### src/rtl/sram_oc_pkg.sv
package sram_oc_pkg;

    // command pipeline: enable stage, read flag, enable-delay (drive) stage
    typedef struct packed {
        logic en;
        logic rd;
        logic drv;
    } pipe_ctl_t;

    localparam int unsigned SLEEP_STAGES_DEF = 2;

endpackage

### src/rtl/sram_sleep_seq.sv
module sram_sleep_seq #(
    parameter int unsigned STAGES = 2
) (
    input  logic clk,
    input  logic rst_n,
    input  logic sleep_i,
    output logic ign_o
);

    logic [STAGES-1:0] sh_d, sh_q;

    generate
        if (STAGES == 1) begin : g_one
            always_comb sh_d = sleep_i;
        end else begin : g_chain
            always_comb sh_d = {sh_q[STAGES-2:0], sleep_i};
        end
    endgenerate

    always_ff @(posedge clk or negedge rst_n) begin
        if (!rst_n) sh_q <= '0;
        else        sh_q <= sh_d;
    end

    assign ign_o = sh_q[STAGES-1];

endmodule

### src/rtl/sram_out_pipe.sv
module sram_out_pipe
    import sram_oc_pkg::*;
#(
    parameter int unsigned DATA_W = 36
) (
    input  logic              clk,
    input  logic              rst_n,
    input  logic              sel_i,
    input  logic              rd_i,
    input  logic              ign_i,
    input  logic [DATA_W-1:0] rdata_i,
    output logic              drv_o,
    output logic [DATA_W-1:0] data_o
);

    pipe_ctl_t         ctl_d, ctl_q;
    logic [DATA_W-1:0] data_d, data_q;

    always_comb begin
        ctl_d     = ctl_q;
        data_d    = data_q;
        // enable stage: an ignored command is a deselect
        ctl_d.en  = sel_i & ~ign_i;
        ctl_d.rd  = sel_i & rd_i & ~ign_i;
        // enable-delay stage: drive only for a read that was enabled
        ctl_d.drv = ctl_q.en & ctl_q.rd & ~ign_i;
        if (ctl_d.drv) data_d = rdata_i;
    end

    always_ff @(posedge clk or negedge rst_n) begin
        if (!rst_n) begin
            ctl_q  <= '0;
            data_q <= '0;
        end else begin
            ctl_q  <= ctl_d;
            data_q <= data_d;
        end
    end

    assign drv_o  = ctl_q.drv;
    assign data_o = data_q;

endmodule

### src/rtl/sram_out_ctl.sv
module sram_out_ctl
    import sram_oc_pkg::*;
#(
    parameter int unsigned DATA_W       = 36,
    parameter int unsigned SLEEP_STAGES = SLEEP_STAGES_DEF
) (
    input  logic              clk,
    input  logic              rst_n,
    input  logic              sel_i,
    input  logic              rd_i,
    input  logic              oe_n_i,
    input  logic              sleep_i,
    input  logic [DATA_W-1:0] rdata_i,
    output logic [DATA_W-1:0] dq_o,
    output logic              dq_oe_o,
    output logic              ign_o
);

    logic ign;
    logic drv;

    sram_sleep_seq #(
        .STAGES (SLEEP_STAGES)
    ) u_sleep (
        .clk     (clk),
        .rst_n   (rst_n),
        .sleep_i (sleep_i),
        .ign_o   (ign)
    );

    sram_out_pipe #(
        .DATA_W (DATA_W)
    ) u_pipe (
        .clk     (clk),
        .rst_n   (rst_n),
        .sel_i   (sel_i),
        .rd_i    (rd_i),
        .ign_i   (ign),
        .rdata_i (rdata_i),
        .drv_o   (drv),
        .data_o  (dq_o)
    );

    // output enable acts without a clock; sleep state blocks the drivers
    assign dq_oe_o = drv & ~oe_n_i & ~ign;
    assign ign_o   = ign;

endmodule

### config.mk
export PLATFORM = sky130hd
export DESIGN_NAME = sram_out_ctl
export DESIGN_NICKNAME = d
export VERILOG_FILES = /design/src/rtl/sram_oc_pkg.sv /design/src/rtl/sram_sleep_seq.sv /design/src/rtl/sram_out_pipe.sv /design/src/rtl/sram_out_ctl.sv
export SDC_FILE = /design/constraint.sdc
export NUM_CORES = 1
export LEC_CHECK = 0
export BUFFER_PORTS_ARGS = -buffer_cell sky130_fd_sc_hd__clkbuf_2
export CAP_MARGIN = 20
export CORE_AREA = 2 2 64 66
export CTS_CLUSTER_SIZE = 40
export DETAILED_ROUTE_END_ITERATION = 8
export DIE_AREA = 0 0 66 68
export PLACE_DENSITY = 0.86
export SYNTH_ARGS = -nofsm -noshare
export SYNTH_HDL_FRONTEND = slang
export SYNTH_SLANG_ARGS = --single-unit
### constraint.sdc
create_clock -name clk -period 1.7 [get_ports clk]
set_input_delay 0.085 -clock clk [delete_from_list [all_inputs] [get_ports clk]]
set_output_delay 0.085 -clock clk [all_outputs]
set_load 0.005 [all_outputs]
After elaboration in Yosys (flattened, before gate mapping)
Index checks and enable logic that the tools add are counted.
- output and inout bits: 38
- input port bits: 42
- word-level logic and storage cells: 14
- bits in registers: 41
- bitwise gates (word level): 9
- operator list (kind ; count):
    1-bit AND ; 7
    1-bit NOT ; 2

Logic depth before layout (Yosys ltp)
Gate-level depths: netlist of run 1.
- depth in word-level cells: 3
- gate-level depth with buffers: 4

Hierarchy
From an unflattened synthesis of run 1, not the netlist that was laid out.
- cell total of the unflattened synthesis: 86
- area total of the unflattened synthesis: 1662.8 µm²
- modules (own cells, without submodules) (module ; area an instance (µm²) ; seq. area each (µm²) ; cells an instance ; instances):
    sram_out_pipe ; 1600.3 ; 975.9 ; 83 ; 1
    sram_sleep_seq ; 50.0 ; 50.0 ; 2 ; 1
    sram_out_ctl ; 12.5 ; 0.0 ; 1 ; 1

Least setup slack after synthesis of run 1
Ideal clock, no wire load.
- path kind: reg-to-reg
- start point: reg u_sleep.sh_q[1]
- end point: reg u_pipe.data_q[0] (netlist: u_pipe.data_o[0])
- data required time: 1.575 ns
- slack: 0.457 ns
- arrival time: 1.118 ns
- setup time: 0.125 ns
- cell stages (with the launch flop): 5
- period minus slack after synthesis: 1.243 ns
- path buffers: 2
- cells stage by stage: dfrtp_1 -> nand3b_4 -> buf_6 -> buf_12 -> mux2_4
- cells in the longest elaborated chain, start to end: 2
- RTL lines (item ; line ; text):
    start, declared ; sram_sleep_seq.sv:10 ; logic [STAGES-1:0] sh_d, sh_q;
    start signal, assigned ; sram_sleep_seq.sv:21 ; if (!rst_n) sh_q <= '0;
    start signal, assigned ; sram_sleep_seq.sv:22 ; else sh_q <= sh_d;
    1-bit NOT ; sram_out_pipe.sv:26 ; ctl_d.drv = ctl_q.en & ctl_q.rd & ~ign_i;
    1-bit AND ; sram_out_pipe.sv:26 ;
    end signal, assigned ; sram_out_pipe.sv:36 ; data_q <= data_d;
    end, declared ; sram_out_pipe.sv:17 ; logic [DATA_W-1:0] data_d, data_q;
Every way passes these cells.
A chain may end at the register's enable or synchronous reset.

Worst setup path in the final report of run 1
- start point: reg u_sleep.sh_q[1]
- end point: reg u_pipe.data_q[14] (netlist: u_pipe.data_o[14])
The elaborated chain is that of the path after synthesis.

==> results of run 1 <==
## synthesized netlist by cell type
cell type	n	share of area
sky130_fd_sc_hd__mux2_2	7	0.048
sky130_fd_sc_hd__mux2_4	29	0.26
sky130_fd_sc_hd__dfrtp_1	41	0.62
sky130_fd_sc_hd__buf_6	1	0.0068
sky130_fd_sc_hd__nor3b_1	1	0.0045
sky130_fd_sc_hd__buf_12	3	0.036
sky130_fd_sc_hd__and2_1	1	0.0038
sky130_fd_sc_hd__inv_1	1	0.0023
sky130_fd_sc_hd__nand3b_4	1	0.012
sky130_fd_sc_hd__and2b_2	1	0.0053
## stage by stage
stage | std cells | power (mW) | instance area (um^2) | utilization
2_1_floorplan | 86 | 1.56 | 1660 | -
3_3_place_gp | 214 | 1.83 | 2080 | 0.539
3_5_place_dp | 214 | 1.86 | 2080 | 0.539
4_1_cts | 225 | 2.81 | 2250 | 0.583
5_1_grt | 225 | 2.92 | 2250 | 0.583
6_report | 225 | 2.78 | 2250 | 0.583
## timing repair
item	CTS	global route
endpoints found under the hold margin	43	0
hold buffers	3	0
resized for setup	0	0
endpoints found under the setup margin	0	0
## worst paths after layout
check	start	cells past startpoint	endpoint
setup / recovery	u_sleep.sh_q[1]$_DFF_PN0_	3	u_pipe.data_o[14]$_DFFE_PN0P_
hold reg to reg	u_sleep.sh_q[0]$_DFF_PN0_	0	u_sleep.sh_q[1]$_DFF_PN0_
max in group asynchronous	rst_n	3	u_pipe.data_o[22]$_DFFE_PN0P_
setup reg to reg	u_sleep.sh_q[1]$_DFF_PN0_	3	u_pipe.data_o[14]$_DFFE_PN0P_
min in group asynchronous	rst_n	3	u_pipe.ctl_q[1]$_DFF_PN0_
hold / removal	rdata_i[21]	2	u_pipe.data_o[21]$_DFFE_PN0P_
## layout make-up
| class | instances | area [um^2] |
|---|---|---|
| Multi-Input combinational cell | 40 | 557 |
| Sequential cell | 41 | 1030 |
| Inverter | 1 | 3.75 |
| Tap cell | 50 | 62.6 |
| Clock inverter | 3 | 68.8 |
| Fill cell | 321 | 1610 |
| Timing Repair Buffer | 85 | 460 |
| Clock buffer | 5 | 68.8 |
## worst max-delay path, stage by stage (launching register included)
cell	delay, ps
sky130_fd_sc_hd__dfrtp_1	410
sky130_fd_sc_hd__nand3b_4	340
sky130_fd_sc_hd__buf_12	270
sky130_fd_sc_hd__mux2_4	300
## sequential cells by signal, indices dropped and copies added, names as in the netlist
| name | flops |
|---|---|
| u_pipe.ctl_q | 2 |
| u_pipe.drv_o | 1 |
| u_sleep.sh_q | 2 |
| u_pipe.data_o | 36 |
## cell families (layout without fill, tap and decap cells)
kind of cell,count (synthesis),in the layout,synth area share
multiplexers,36,36,0.310
AND/OR/NAND/NOR,4,4,0.0257
flip-flops,41,41,0.619
buffers and inverters,5,94,0.0453
## power groups by stage
stage	combinational, mW	sequential (mW)	clock, mW
global route	0.608	1.31	1.01
CTS	0.570	1.28	0.954
floorplan	0.258	1.30	0
detailed placement	0.564	1.29	0
finish	0.558	1.28	0.938
global placement	0.540	1.29	0
## routing by layer
metal,global-route usage,vias up,wire [um]
li1,-,471,-
met1,0.178,488,1260
met2,0.259,41,1650
met3,0.0477,8,169
met4,0.0663,0,78
met5,0,-,0
==> impl_metrics.xml, run 1 <==
<?xml version="1.0" encoding="UTF-8"?>
<metrics>
  <group name="status">
    <metric name="outcome" unit="">complete, no violations</metric>
  </group>
  <group name="clock_network">
    <metric name="cts_inserted_buffers" unit="">5</metric>
    <metric name="clock_insertion_delay_at_the_later_pin_of_the_skew_report" unit="ps">290</metric>
    <metric name="clockBufferDepth" unit="">2</metric>
    <metric name="clock-sinks" unit="">41</metric>
    <metric name="tritoncts_clock_tree" unit="">done</metric>
    <metric name="cts_htree_levels" unit="">2</metric>
    <metric name="clkSlewWorstSetupHoldPaths" unit="ps">90</metric>
    <metric name="post_cts_buffers" unit="">0</metric>
    <metric name="cts_root_buffer" unit="">sky130_fd_sc_hd__clkbuf_8</metric>
  </group>
  <group name="synthesis">
    <metric name="yosys_register_bits" unit="">41</metric>
    <metric name="post_synthesis_net_count" unit="">128</metric>
    <metric name="synth-seq-area-share" unit="">0.619</metric>
    <metric name="netlist_area" unit="um^2">1660</metric>
    <metric name="synthDistinctLibCells" unit="">10</metric>
    <metric name="count_of_warnings_emitted_by_yosys" unit="">0</metric>
    <metric name="synthesis.area_per_instance" unit="um^2">19.3</metric>
    <metric name="synthesis.instances" unit="">86</metric>
  </group>
  <group name="global_routing">
    <metric name="first_global_vias" unit="">1040</metric>
    <metric name="number_of_antenna_violations_at_the_first_check_in_global_routing" unit="">0</metric>
    <metric name="largest_net_degree_at_the_start_of_global_routing" unit="">42</metric>
    <metric name="first_pass_grt_wire_length" unit="um">4940</metric>
    <metric name="grt_use_total" unit="">0.152</metric>
    <metric name="residual_overflow_from_global_routing" unit="">0</metric>
  </group>
  <group name="floorplanning">
    <metric name="fp.dieArea" unit="um^2">4490</metric>
    <metric name="row_count" unit="">23</metric>
    <metric name="floorplan.core_area" unit="um^2">3860</metric>
    <metric name="boundaryPins" unit="">80</metric>
    <metric name="floorplan.initialDensity" unit="">0.430</metric>
    <metric name="die_width" unit="um">66</metric>
    <metric name="chipHeight" unit="um">68</metric>
  </group>
  <group name="power">
    <metric name="leakage" unit="nW">1.27</metric>
    <metric name="pwr-share-comb" unit="">0.201</metric>
    <metric name="max-vdd-ir-drop" unit="uV">778</metric>
    <metric name="seq_power_share" unit="">0.461</metric>
    <metric name="p_sw" unit="mW">0.635</metric>
    <metric name="pwr_density_cell" unit="nW/um^2">1230</metric>
    <metric name="part_of_the_total_power_dissipated_in_the_clock_network" unit="">0.338</metric>
    <metric name="power_report.internal_total" unit="mW">2.14</metric>
    <metric name="power.switching_fraction" unit="">0.229</metric>
  </group>
  <group name="routing">
    <metric name="number_of_nets_still_failing_antenna_checks_after_routing" unit="">0</metric>
    <metric name="drc_errors" unit="">0</metric>
    <metric name="route.detailed.wl_per_inst" unit="um">14.0</metric>
    <metric name="viasPerCell" unit="">4.48</metric>
    <metric name="number_of_optimization_iterations_in_the_first_detailed_route_pass" unit="">2</metric>
    <metric name="drt_iter0_markers" unit="">36</metric>
    <metric name="num_vias" unit="">1008</metric>
    <metric name="postRouteWirelength" unit="um">3160</metric>
  </group>
  <group name="worst_setup_path">
    <metric name="endpoint_kind" unit="">register</metric>
    <metric name="critPathArrivalTime" unit="ps">1620</metric>
    <metric name="critical_path.startpoint_type" unit="">register</metric>
    <metric name="worst_ep_required" unit="ps">1870</metric>
    <metric name="r2r_slack" unit="ps">250</metric>
    <metric name="critical_path.max_fanout" unit="">17</metric>
    <metric name="critPathKind" unit="">reg2reg</metric>
  </group>
  <group name="timing">
    <metric name="hold_slack" unit="ps">18.0</metric>
    <metric name="fmaxAchievable" unit="MHz">691</metric>
    <metric name="max_slew.worst_pin.slew" unit="ps">500</metric>
    <metric name="clock_skew" unit="ps">9.60</metric>
    <metric name="rsz0062_at_grt" unit="">false</metric>
    <metric name="final-hold-violation-count" unit="">0</metric>
    <metric name="min_period" unit="ps">1450</metric>
    <metric name="fin_setup_tns" unit="ps">0</metric>
    <metric name="final_min_period_over_clock_period" unit="">0.851</metric>
    <metric name="final_max_slew_viols" unit="">0</metric>
    <metric name="finalWorstSetupSlack" unit="ps">253</metric>
    <metric name="setup_violations" unit="">0</metric>
    <metric name="max_slew_margin" unit="">0.666</metric>
  </group>
  <group name="final_layout">
    <metric name="highest_count_cells_in_the_layout_ignoring_fill_and_taps" unit="">79 x sky130_fd_sc_hd__clkbuf_2, 41 x sky130_fd_sc_hd__dfrtp_1, 29 x sky130_fd_sc_hd__mux2_4</metric>
    <metric name="area_growth_syn_to_layout" unit="%">35.5</metric>
    <metric name="mostFrequentLayoutCell" unit="">sky130_fd_sc_hd__clkbuf_2</metric>
    <metric name="design.final.nets" unit="">216</metric>
    <metric name="diodes" unit="">0</metric>
    <metric name="drive_gt1_frac" unit="">0.731</metric>
  </group>
  <group name="place">
    <metric name="place.port_buffers" unit="">79</metric>
    <metric name="post-place-ws" unit="ps">254</metric>
    <metric name="place_congestion" unit="">0.743</metric>
    <metric name="place.detailed.hpwl" unit="um">2310</metric>
  </group>
  <group name="worst_hold_path">
    <metric name="timing.hold.worst.class" unit="">in2reg</metric>
  </group>
  <group name="flow_run">
    <metric name="maxCapViolCount" unit="">0</metric>
  </group>
</metrics>
No activity file was read; power rests on OpenSTA's default activity.
==> run 2: changes to the inputs <==
- CAP_MARGIN: 20 -> unset
- SYNTH_HIERARCHICAL: unset -> 1
==> run 2 against run 1 <==
Global-route usage grew 0.16 points. Clock power decreased by 16%. Count of clock-buffer cells in the layout increased by 2. Sequential share of layout area grew 0.54 points. Die area is the same. Area after synthesis up 0.30%. Routed wire length down 0.63%.
==> impl_metrics.xml, run 2 <==
<?xml version="1.0" encoding="UTF-8"?>
<metrics>
  <group name="status">
    <metric name="outcome" unit="">complete, no violations</metric>
  </group>
  <group name="synthesis">
    <metric name="synthesis.instances" unit="">86</metric>
    <metric name="synth-seq-area-share" unit="">0.617</metric>
    <metric name="synthesis.area_per_instance" unit="um^2">19.3</metric>
    <metric name="synth-edff-count" unit="">0</metric>
    <metric name="post-synth-top-count-cell" unit="">sky130_fd_sc_hd__dfrtp_1</metric>
    <metric name="synth_commonest_cells" unit="">41 x sky130_fd_sc_hd__dfrtp_1, 29 x sky130_fd_sc_hd__mux2_4, 7 x sky130_fd_sc_hd__mux2_2</metric>
    <metric name="yosys_most_used_dff" unit="">sky130_fd_sc_hd__dfrtp_1</metric>
    <metric name="synth_async_sr_flop_share" unit="">1.00</metric>
    <metric name="post_synthesis_net_count" unit="">128</metric>
    <metric name="yosys_register_bits" unit="">41</metric>
    <metric name="synth_largest_area_cell" unit="">sky130_fd_sc_hd__dfrtp_1</metric>
    <metric name="netlist_area" unit="um^2">1660</metric>
    <metric name="yosysTopAreaCellShare" unit="">0.617</metric>
    <metric name="synthDistinctLibCells" unit="">10</metric>
    <metric name="count_of_warnings_emitted_by_yosys" unit="">6</metric>
    <metric name="yosys-top-cells-area" unit="">sky130_fd_sc_hd__dfrtp_1 62%, sky130_fd_sc_hd__mux2_4 26%, sky130_fd_sc_hd__mux2_2 4.7%, sky130_fd_sc_hd__buf_12 3.6%, sky130_fd_sc_hd__nand3b_4 1.2%</metric>
  </group>
  <group name="worst_setup_path">
    <metric name="critPathKind" unit="">reg2reg</metric>
    <metric name="critical_path.max_stage_delay" unit="ps">410</metric>
    <metric name="worst_ep_required" unit="ps">1870</metric>
    <metric name="worst_r2r_startpoint" unit="">u_sleep/sh_q[1]$_DFF_PN0_</metric>
    <metric name="critical_path.max_fanout" unit="">18</metric>
    <metric name="critical_path.startpoint_type" unit="">register</metric>
    <metric name="crit_path_top_delay_cell" unit="">sky130_fd_sc_hd__dfrtp_1</metric>
    <metric name="critPathArrivalTime" unit="ps">1540</metric>
    <metric name="endpoint_kind" unit="">register</metric>
    <metric name="crit_path_cell_trace" unit="">nand3b_4 &gt; buf_4 &gt; mux2_2</metric>
    <metric name="crit_start" unit="">u_sleep/sh_q[1]$_DFF_PN0_</metric>
  </group>
  <group name="clock_network">
    <metric name="cts_root_buffer" unit="">sky130_fd_sc_hd__clkbuf_8</metric>
    <metric name="clock_insertion_delay_at_the_later_pin_of_the_skew_report" unit="ps">280</metric>
    <metric name="cts_inserted_buffers" unit="">5</metric>
    <metric name="clockBufferDepth" unit="">2</metric>
    <metric name="clock-sinks" unit="">41</metric>
    <metric name="post_cts_buffers" unit="">0</metric>
    <metric name="tritoncts_clock_tree" unit="">done</metric>
    <metric name="clkSlewWorstSetupHoldPaths" unit="ps">80</metric>
    <metric name="cts_htree_levels" unit="">2</metric>
  </group>
  <group name="routing">
    <metric name="num_vias" unit="">1011</metric>
    <metric name="route.detailed.wl_per_inst" unit="um">14.0</metric>
    <metric name="number_of_nets_still_failing_antenna_checks_after_routing" unit="">0</metric>
    <metric name="number_of_optimization_iterations_in_the_first_detailed_route_pass" unit="">2</metric>
    <metric name="drt_iter0_markers" unit="">15</metric>
    <metric name="viasPerCell" unit="">4.51</metric>
    <metric name="drc_errors" unit="">0</metric>
    <metric name="postRouteWirelength" unit="um">3140</metric>
  </group>
  <group name="timing">
    <metric name="rsz0062_at_grt" unit="">false</metric>
    <metric name="fin_setup_tns" unit="ps">0</metric>
    <metric name="max_slew_margin" unit="">0.692</metric>
    <metric name="clock_skew" unit="ps">6.63</metric>
    <metric name="hold_slack" unit="ps">18.3</metric>
    <metric name="fmaxAchievable" unit="MHz">729</metric>
    <metric name="max_slew.worst_pin.slew" unit="ps">462</metric>
    <metric name="setup_violations" unit="">0</metric>
    <metric name="final_max_slew_viols" unit="">0</metric>
    <metric name="min_period" unit="ps">1370</metric>
    <metric name="final_min_period_over_clock_period" unit="">0.806</metric>
    <metric name="finalWorstSetupSlack" unit="ps">329</metric>
    <metric name="final-hold-violation-count" unit="">0</metric>
  </group>
  <group name="place">
    <metric name="place.detailed.hpwl" unit="um">2360</metric>
    <metric name="place.port_buffers" unit="">79</metric>
    <metric name="post-place-ws" unit="ps">326</metric>
    <metric name="dpl-instance-area" unit="um^2">2080</metric>
    <metric name="place_congestion" unit="">0.699</metric>
  </group>
  <group name="floorplanning">
    <metric name="floorplan.initialDensity" unit="">0.431</metric>
    <metric name="chipHeight" unit="um">68</metric>
    <metric name="die_width" unit="um">66</metric>
    <metric name="row_count" unit="">23</metric>
    <metric name="fp.dieArea" unit="um^2">4490</metric>
    <metric name="floorplan.core_area" unit="um^2">3860</metric>
    <metric name="boundaryPins" unit="">80</metric>
  </group>
  <group name="final_layout">
    <metric name="max_ffs_per_register" unit="">36</metric>
    <metric name="diodes" unit="">0</metric>
    <metric name="regArea" unit="um^2">1030</metric>
    <metric name="mostFrequentLayoutCell" unit="">sky130_fd_sc_hd__clkbuf_2</metric>
    <metric name="post-route-cell-area" unit="um^2">2220</metric>
    <metric name="design.final.nets" unit="">215</metric>
    <metric name="drive_gt1_frac" unit="">0.736</metric>
    <metric name="layout.filler_cells" unit="">334</metric>
    <metric name="multi_input_area" unit="um^2">562</metric>
    <metric name="highest_count_cells_in_the_layout_ignoring_fill_and_taps" unit="">79 x sky130_fd_sc_hd__clkbuf_2, 41 x sky130_fd_sc_hd__dfrtp_1, 29 x sky130_fd_sc_hd__mux2_4</metric>
    <metric name="area_growth_syn_to_layout" unit="%">33.6</metric>
  </group>
  <group name="global_routing">
    <metric name="first_pass_grt_wire_length" unit="um">4940</metric>
    <metric name="globalRouteMet2Util" unit="">0.235</metric>
    <metric name="globalRouteMet1Util" unit="">0.195</metric>
    <metric name="residual_overflow_from_global_routing" unit="">0</metric>
    <metric name="grt_util_met3" unit="">0.0543</metric>
    <metric name="first_global_vias" unit="">1032</metric>
    <metric name="grt-busiest-layer" unit="">met2</metric>
    <metric name="largest_net_degree_at_the_start_of_global_routing" unit="">24</metric>
    <metric name="number_of_antenna_violations_at_the_first_check_in_global_routing" unit="">0</metric>
    <metric name="grt_use_total" unit="">0.154</metric>
  </group>
  <group name="worst_hold_path">
    <metric name="timing.hold.worst.start" unit="">rd_i</metric>
    <metric name="timing.hold.worst.class" unit="">in2reg</metric>
  </group>
  <group name="power">
    <metric name="max-vdd-ir-drop" unit="uV">675</metric>
    <metric name="pwr_density_cell" unit="nW/um^2">1180</metric>
    <metric name="leakage" unit="nW">1.25</metric>
  </group>
  <group name="flow_run">
    <metric name="maxCapViolCount" unit="">0</metric>
  </group>
</metrics>
==> run 2: logic make-up (layout without fill, tap and decap cells) <==
| family | count (synthesis) | after routing | share of synthesized area |
|---|---|---|---|
| AND/OR/NAND/NOR | 4 | 4 | 0.0286 |
| buffers and inverters | 5 | 93 | 0.0451 |
| flip-flops | 41 | 41 | 0.617 |
| multiplexers | 36 | 36 | 0.309 |
==> run 2: report_power, final <==
group / total, mW / leakage, nW / internal [mW] / switching, mW
registers: 1.28 / 0.483 / 1.17 / 0.110
clock network: 0.788 / 0.0585 / 0.478 / 0.309
logic: 0.557 / 0.712 / 0.380 / 0.176
total: 2.62 / 1.25 / 2.03 / 0.595
==> run 2: per-stage QoR <==
step           total power, mW   util  std cells
2_1_floorplan             1.56      -         86
3_3_place_gp              1.83  0.541        214
3_5_place_dp              1.86  0.541        214
4_1_cts                   2.67  0.576        224
5_1_grt                   2.78  0.576        224
6_report                  2.62  0.576        224
==> run 2: metal layers <==
metal  wire length, um  up-vias  share of wire
li1                  -      469              -
met1              1310      484           0.42
met2              1510       53           0.48
met3               274        5          0.087
met4                37        0          0.012
met5                 0        -              0
==> run 2: worst paths after layout <==
kind	end	slack, ps	cells after the start
worst max-delay path	u_pipe/data_o[35]$_DFFE_PN0P_	330	3
worst min-delay path	u_pipe/ctl_q[1]$_DFF_PN0_	20	2
worst max register to register	u_pipe/data_o[35]$_DFFE_PN0P_	330	3
worst min register to register	u_sleep/sh_q[1]$_DFF_PN0_	360	0
max in group asynchronous	u_pipe/data_o[18]$_DFFE_PN0P_	770	3
min in group asynchronous	u_pipe/data_o[34]$_DFFE_PN0P_	270	2
==> run 2: cell type report <==
type / count / share of cell area
sequential: 41 / 0.462
multi-input combinational: 40 / 0.253
inverter: 1 / 0.00169
clock inverter: 1 / 0.0135
clock buffer: 7 / 0.0389
timing repair buffer: 84 / 0.203
tap: 50 / 0.0282
==> run 2: critical path: cells and delay by family, from the launching register on <==
family,cells,cell delay [ps]
muxes,1,380
DFF,1,410
and+or+nand+nor,1,170
buffers and inverters,1,300
==> run 2: timing repair <==
action / 4_1_cts / 5_1_grt
hold buffers: 2 / 0
gates resized for setup: 0 / 0
endpoints found under the hold margin: 19 / 0
